`src/rtl/cbm_pkg.sv`:
```
// Package: shared operation encoding for the compare and byte-match unit.
// Assumes a 2-bit operation select port on the top module.
package cbm_pkg;
    typedef enum logic [1:0] {
        OP_SCMP  = 2'b00,
        OP_UCMP  = 2'b01,
        OP_FIND  = 2'b10,
        OP_CARRY = 2'b11
    } cbm_op_e;
endpackage

```
`src/rtl/cbm_compare.sv`:
```
// Module: cbm_compare
// Forms B - A as B + ~A + 1 and replaces the top bit when the operand
// top bits differ: with B's top bit for signed mode, A's for unsigned.
// The result's top bit is then a true B < A indicator.
// Assumes DATA_W >= 2. Purely combinational.
module cbm_compare #(
    parameter int DATA_W      = 32,
    parameter bit SIGNED_MODE = 1'b1
) (
    input  logic [DATA_W-1:0] a,
    input  logic [DATA_W-1:0] b,
    output logic [DATA_W-1:0] diff_out
);
    localparam int MSB = DATA_W - 1;

    logic [DATA_W-1:0] raw_diff;
    logic              sign_differs;
    logic              fix_bit;

    // Raw two's-complement difference B - A.
    always_comb raw_diff = b + ~a + DATA_W'(1);

    // Detect operands whose top bits disagree.
    always_comb sign_differs = a[MSB] ^ b[MSB];

    // The variant picks the top-bit source used when signs differ.
    generate
        if (SIGNED_MODE) begin : g_signed
            always_comb fix_bit = b[MSB];
        end else begin : g_unsigned
            always_comb fix_bit = a[MSB];
        end
    endgenerate

    // Merge the replacement top bit with the raw low bits.
    always_comb begin
        diff_out = raw_diff;
        if (sign_differs) begin
            diff_out[MSB] = fix_bit;
        end
    end
endmodule

```
`src/rtl/cbm_lane_find.sv`:
```
// Module: cbm_lane_find
// Compares equal-position lanes of two words and reports the 1-based
// index of the first equal lane, counted from the most significant
// lane. Reports 0 when no lane is equal.
// Assumes DATA_W is a multiple of LANE_W. Purely combinational.
module cbm_lane_find #(
    parameter int DATA_W = 32,
    parameter int LANE_W = 8,
    localparam int NLANES = DATA_W / LANE_W,
    localparam int IDX_W  = $clog2(NLANES + 1)
) (
    input  logic [DATA_W-1:0] a,
    input  logic [DATA_W-1:0] b,
    output logic [IDX_W-1:0]  lane_idx
);
    logic [NLANES-1:0] lane_eq;

    // One equality comparator per lane; index 0 is the top lane.
    generate
        for (genvar g = 0; g < NLANES; g++) begin : g_lane
            localparam int HI = DATA_W - 1 - g * LANE_W;
            always_comb lane_eq[g] = (a[HI -: LANE_W] == b[HI -: LANE_W]);
        end
    endgenerate

    // Priority pick: the lowest lane number (most significant lane) wins.
    always_comb begin
        lane_idx = '0;
        for (int i = NLANES - 1; i >= 0; i--) begin
            if (lane_eq[i]) begin
                lane_idx = IDX_W'(i + 1);
            end
        end
    end
endmodule

```
`src/rtl/cbm_carry.sv`:
```
// Module: cbm_carry
// Carry-out of A + B + cin without a wide adder. The carry is set when
// B is all ones with cin set, or when the headroom (all-ones - A) is
// below B + cin. Purely combinational.
module cbm_carry #(
    parameter int DATA_W = 32
) (
    input  logic [DATA_W-1:0] a,
    input  logic [DATA_W-1:0] b,
    input  logic              cin,
    output logic              carry
);
    logic [DATA_W-1:0] headroom;
    logic [DATA_W-1:0] b_plus_c;
    logic              b_full;

    // Remaining space above A, and the addend B + cin.
    always_comb begin
        headroom = ~a;
        b_plus_c = b + DATA_W'(cin);
        b_full   = &b;
    end

    // Special case first, then the headroom comparison.
    always_comb carry = (b_full && cin) || (headroom < b_plus_c);
endmodule

```
`src/rtl/cmp_bytematch_unit.sv`:
```
// Module: cmp_bytematch_unit (top)
// Integer compare (signed and unsigned), lane-match search and carry-out
// generation, selected by op_sel. Purely combinational; any output
// register stage belongs to the surrounding pipeline.
// Assumes DATA_W is a multiple of LANE_W and wide enough for the index.
module cmp_bytematch_unit
    import cbm_pkg::*;
#(
    parameter int DATA_W = 32,
    parameter int LANE_W = 8
) (
    input  logic [DATA_W-1:0] op_a,
    input  logic [DATA_W-1:0] op_b,
    input  logic              cin,
    input  logic [1:0]        op_sel,
    output logic [DATA_W-1:0] result,
    output logic              cout
);
    localparam int NLANES = DATA_W / LANE_W;
    localparam int IDX_W  = $clog2(NLANES + 1);

    logic [DATA_W-1:0] scmp_res;
    logic [DATA_W-1:0] ucmp_res;
    logic [IDX_W-1:0]  find_idx;
    logic              carry_bit;
    cbm_op_e           op;

    cbm_compare #(.DATA_W(DATA_W), .SIGNED_MODE(1'b1)) u_scmp (
        .a(op_a), .b(op_b), .diff_out(scmp_res)
    );

    cbm_compare #(.DATA_W(DATA_W), .SIGNED_MODE(1'b0)) u_ucmp (
        .a(op_a), .b(op_b), .diff_out(ucmp_res)
    );

    cbm_lane_find #(.DATA_W(DATA_W), .LANE_W(LANE_W)) u_find (
        .a(op_a), .b(op_b), .lane_idx(find_idx)
    );

    cbm_carry #(.DATA_W(DATA_W)) u_carry (
        .a(op_a), .b(op_b), .cin(cin), .carry(carry_bit)
    );

    // Cast the raw select into the shared encoding.
    always_comb op = cbm_op_e'(op_sel);

    // Result select; the index and the carry are zero-extended.
    always_comb begin
        unique case (op)
            OP_SCMP:  result = scmp_res;
            OP_UCMP:  result = ucmp_res;
            OP_FIND:  result = {{(DATA_W - IDX_W){1'b0}}, find_idx};
            OP_CARRY: result = {{(DATA_W - 1){1'b0}}, carry_bit};
            default:  result = '0;
        endcase
    end

    // Carry-out is only driven for the carry operation.
    always_comb cout = (op == OP_CARRY) ? carry_bit : 1'b0;
endmodule

```
`config.mk`:
```
export PLATFORM = sky130hd
export DESIGN_NAME = cmp_bytematch_unit
export DESIGN_NICKNAME = d
export VERILOG_FILES = /design/src/rtl/cbm_pkg.sv /design/src/rtl/cbm_compare.sv /design/src/rtl/cbm_lane_find.sv /design/src/rtl/cbm_carry.sv /design/src/rtl/cmp_bytematch_unit.sv
export SDC_FILE = /design/constraint.sdc
export NUM_CORES = 1
export LEC_CHECK = 0
export BUFFER_PORTS_ARGS = -buffer_cell sky130_fd_sc_hd__buf_2
export CAP_MARGIN = 20
export CORE_ASPECT_RATIO = 1.75
export CORE_UTILIZATION = 45
export DETAILED_ROUTE_END_ITERATION = 7
export PLACE_DENSITY = 0.82
export SLEW_MARGIN = 20
export SYNTH_ARGS = -nofsm -noshare
export SYNTH_HDL_FRONTEND = slang
export SYNTH_SLANG_ARGS = --single-unit
```
`constraint.sdc`:
```
create_clock -name vclk -period 8
set_input_delay 1.6 -clock vclk [all_inputs]
set_output_delay 1.6 -clock vclk [all_outputs]
set_load 0.03 [all_outputs]
```
; Word level (Yosys, flattened, before mapping)
; Cells that the tools add are included.
[classes]
addsub = 3
multipliers = 0
n_div = 0
n_lt_le_gt_ge = 1
eq_ne = 7
shift = 0
n_mux = 8
bitwise = 2
n_reduce_logical = 4
[ops]
columns = op, count
row1 = one-hot mux 32 bit (4 select lines), 1
row2 = adder 32 x 1 -> 32 bit, 1
row3 = adder 32 x 1 -> 32 bit (second input constant), 1
row4 = adder 32 bit, 1
row5 = equality test 8 bit, 4
row6 = less-than comparator 32 bit, 1
row7 = NOT 32 bit, 1
row8 = AND reduction 32 bit, 1
row9 = 2-to-1 mux 3 bit, 4
row10 = equality test 2 bit (second input constant), 2
row11 = 2-to-1 mux 1 bit, 3
row12 = equality test 2 x 1 -> 1 bit (second input constant), 1
row13 = logical NOT 2 bit, 1
row14 = logical AND 1 bit, 1
row15 = logical OR 1 bit, 1
row16 = XOR 1 bit, 1
[totals]
ff_bits = 0
latchBits = 0
ramBits = 0
rom_bits = 0
inputBits = 67
output_inout_bits = 33
mem_count = 0

; Logic depth before layout (Yosys ltp)
[logic_depth]
depth_word = 6
depth_mapped = 15

; Hierarchy
; A second synthesis with hierarchy kept.
[unflattened]
hier_cells = 884
area_unflattened_um2 = 6043.3
[modules_own_cells]
columns = module, instances, cells_per_inst, area_per_inst_um2, seq_area_each_um2
row1 = cbm_compare, 2, 281, 1864.3, 0.0
row2 = cbm_carry, 1, 202, 1386.3, 0.0
row3 = cmp_bytematch_unit, 1, 73, 534.3, 0.0
row4 = cbm_lane_find, 1, 47, 394.1, 0.0

; Least setup slack after synthesis
; Ideal clock, no wire load.
[synth_path]
path_kind = input to output
startpoint = input op_b[13]
endpoint = output result[0]
arrival_time_ns = 4.534
required_time_ns = 6.400
slack_ns = 1.866
stages = 15
path_cell_list = nand2_2 -> nor2_2 -> nand4_1 -> or4_4 -> nor2_1 -> nand2_1 -> xor2_1 -> ha_1 -> a21o_1 -> a21o_1 -> a21o_1 -> a221o_1 -> a21oi_1 -> a21o_2 -> a211o_1
[synth_via]
elab_chain_cells = 5
word_cells_on_any_way = 10
cone_classes = 1 x add/sub / 1 x order compare / 1 x eq/ne / 4 x mux / 3 x reduce/logical
[synth_rtl]
columns = element, line_no
row1 = start: declaration, cmp_bytematch_unit.sv:13  ; input logic [DATA_W-1:0] op_b,
row2 = "parallel branches: the longest is 4 deep, another holds adder 32 x 1 -> 32 bit", n/a
row3 = one-hot mux 32 bit (4 select lines) *, cmp_bytematch_unit.sv:49  ; unique case (op)
row4 = end: declaration, cmp_bytematch_unit.sv:16  ; output logic [DATA_W-1:0] result,
; Every way passes the cells marked *.

; Final worst setup path
[layout_path]
startpoint = input op_b[12]
endpoint = output result[0]
; Same word-level chain as after synthesis.

==> summary.md <==
| Metric | Value |
|---|---|
| Status | `complete, no violations` |
| Critical Path AT | `5.02 ns` |
| Placed Instance Area | `0.00395 mm^2` |
| Multi-input logic area | `0.00317 mm^2` |
| Net count, final | `725` |
| Largest area contributor in the netlist | `ha_1` |
| Pre-CTS setup slack | `1.44 ns` |
| Hold worst-path end | `result[31]` |
| Final Hold Viols | `0` |
| Crit path time final | `6.62 ns` |
| Main combinational cell family by area after synthesis | `simple AND/OR/NAND/NOR gates` |
| Fmax | `151 MHz` |
| Placed insts | `675` |
| P per Cell Area | `79.7 mW/mm^2` |
| CP cell instances | `buf_2, nand2_2, nor2_2, nand4_1, or4_4, nor3_2, nand2_1, xor2_1, ha_1, and4_1, nand2_1, nor3_1, o21ai_0, a21o_2, a211o_1, buf_2` |
| Die Width | `67.9 um` |
| Vias/cell | `6.06` |
| Worst EP required | `6.40 ns` |
| Kind of cell adding the most delay to the critical path | `simple AND/OR/NAND/NOR gates` |
| Final core utilization | `0.543` |
| Critical Path Source Type | `input port` |
| HPWL Detailed | `9320 um` |
| Hold path start | `op_sel[0]` |
| Ports | `100` |
| Final Cell Area | `0.00395 mm^2` |
| Core Box Area | `0.00728 mm^2` |
| Yosys warning total | `0` |
| Vias in the first global route | `4059` |
| Filler Cell Count | `733` |
| Initial antenna violation count | `0` |
| XOR/XNOR share of the synthesized area | `0.133` |
| GP Congestion | `0.976` |
| Crit. End Element | `primary output` |
| Finished Layout Cells | `675` |
| Register area | `0 um^2` |
| Post-CTS Setup Bufs | `0` |
| Seq_cells | `0` |
| Rel. slew slack | `0.502` |
| DRT Pass-1 Iters | `4` |
| Share of the synthesized area in the top cell type | `0.234` |
| Worst Setup SP | `op_b[12]` |
| Fraction of layout cells with a size suffix above 1 | `0.202` |
| Layout area overhead | `15.5%` |
| Max incr delay on CP | `0.61 ns` |
| Measured slew at the worst slew-check pin | `0.747 ns` |
| Tot Pwr | `0.315 mW` |
| Most frequent cells after synthesis | `64 x ha_1, 56 x nor2_1, 46 x inv_1` |
| Post-synthesis sequential area ratio | `0` |
| Compound-Gate Fraction of Synth Area | `0.258` |
| Die Span Y | `117 um` |
| Leak | `2.04 nW` |
| Initial Util | `0.470` |
| Max-slew violations | `0` |
| WHS Path Cells | `4` |
| Post-synthesis mux area share | `0.0132` |
| First-pass GRT wire length | `17800 um` |
| Die area | `0.00797 mm^2` |
| Synth unique cells | `55` |
| Post-CTS Resized | `0` |
| Critical Path Slowest Stage Cell | `or4_4` |
| Clk_buf instances | `0` |
| WP buf/inv | `2` |
| Starting DRT DRC Count | `192` |
| Setup ws final | `1.38 ns` |
| GRT Overall Usage | `0.276` |
| Final setup vio count | `0` |
| Synthesized area | `0.00342 mm^2` |
| Crit path kind | `input port to primary output` |
| Setup TNS | `0 ns` |
| Post-DRT Antenna Nets | `0` |
| Peak supply drop | `0.0430 mV` |
| Crit Path Max Fanout | `5` |
| Residual DRC | `0` |
| Synth Area in Adders | `0.251` |
| Post-Synth Simple-Gate Area | `0.271` |
| Final WL | `10900 um` |
| RSZ-0062 raised after global routing | `no` |
| Fin crit share | `0.827` |
| Row cnt | `41` |
| Syn nets | `641` |
| Avg Inst Size Synth | `6.75 um^2` |
| Cell count after synthesis | `507` |
| Count leader, synth | `ha_1` |
| Hold_buf cts | `0` |
| Ranking of synthesized cells by area | `ha_1 23%, xor2_1 7.4%, a21oi_1 6.1%` |
| WL/cell | `16.1 um` |
| Antenna cells | `0` |
| Max Cap Violations | `0` |
| Buffers added on ports | `100` |
| Min Hold Slack | `3.67 ns` |
| Largest net degree at the start of global routing | `41` |
| Path type of the worst min-delay path | `input port to primary output` |
| Routed via count | `4090` |
| Remaining global-route overflow | `0` |
[placed cells by master (no fill, tap or decap), types with 2 or more instances in the layout]
cell type and count:
o21ai_0 23, a211oi_1 7, xnor2_1 23, a22oi_1 2
o31a_1 2, nor3_1 8, or3_1 2, a31oi_1 7
o31ai_1 2, xor2_1 29, ha_1 64, nor3_2 3
nand4_1 19, and4_1 4, o21bai_1 2, nor2b_1 6
a21o_1 27, o211ai_1 2, and3_1 7, fa_1 3
nand2_1 39, a211o_1 4, a221o_1 2, inv_1 46
nor4_1 5, nand3_1 25, mux2_2 4, nor2_1 56
buf_2 100, nand2b_1 2, a21oi_1 42
[worst max path at each step]
stage                end  slack [ns]  cells past startpoint
3_3_place_gp   result[0]        1.41                     16
5_1_grt        result[0]        1.27                     16
2_1_floorplan  result[0]        1.87                     15
3_5_place_dp   result[0]        1.44                     16
4_1_cts        result[0]        1.44                     16
6_report       result[0]        1.38                     16
[worst min-delay path: stages]
cell and delay [ns]:
buf_2 0.13, a21oi_1 0.07, nor2_1 0.07, buf_2 0.20
[where the power goes]
group	switching (mW)	internal [mW]	total [mW]
Sequential	0	0	0
Combinational	0.200	0.116	0.315
Clock	0	0	0
Total	0.200	0.116	0.315
[area by class of cell]
type,instances,share of cell area
multi-input cells,443,0.803
well taps,86,0.0272
inverters,46,0.0437
repair buffers,100,0.127
[logic make-up after synthesis]
| logic type | count (synthesis) |
|---|---|
| AND/OR/NAND/NOR | 184 |
| buffers and inverters | 64 |
| adder cells (fa/ha/maj) | 67 |
| XOR/XNOR | 52 |
| AO/OA/AOI/OAI | 136 |
| multiplexers | 4 |
[metal layers]
layer	vias up	part of all wire	track usage
li1	1994	-	-
met3	56	0.040	0.0185
met5	-	0	0
met1	1864	0.36	0.272
met2	176	0.53	0.515
met4	0	0.070	0.169
(Power assumes the default switching activity.)
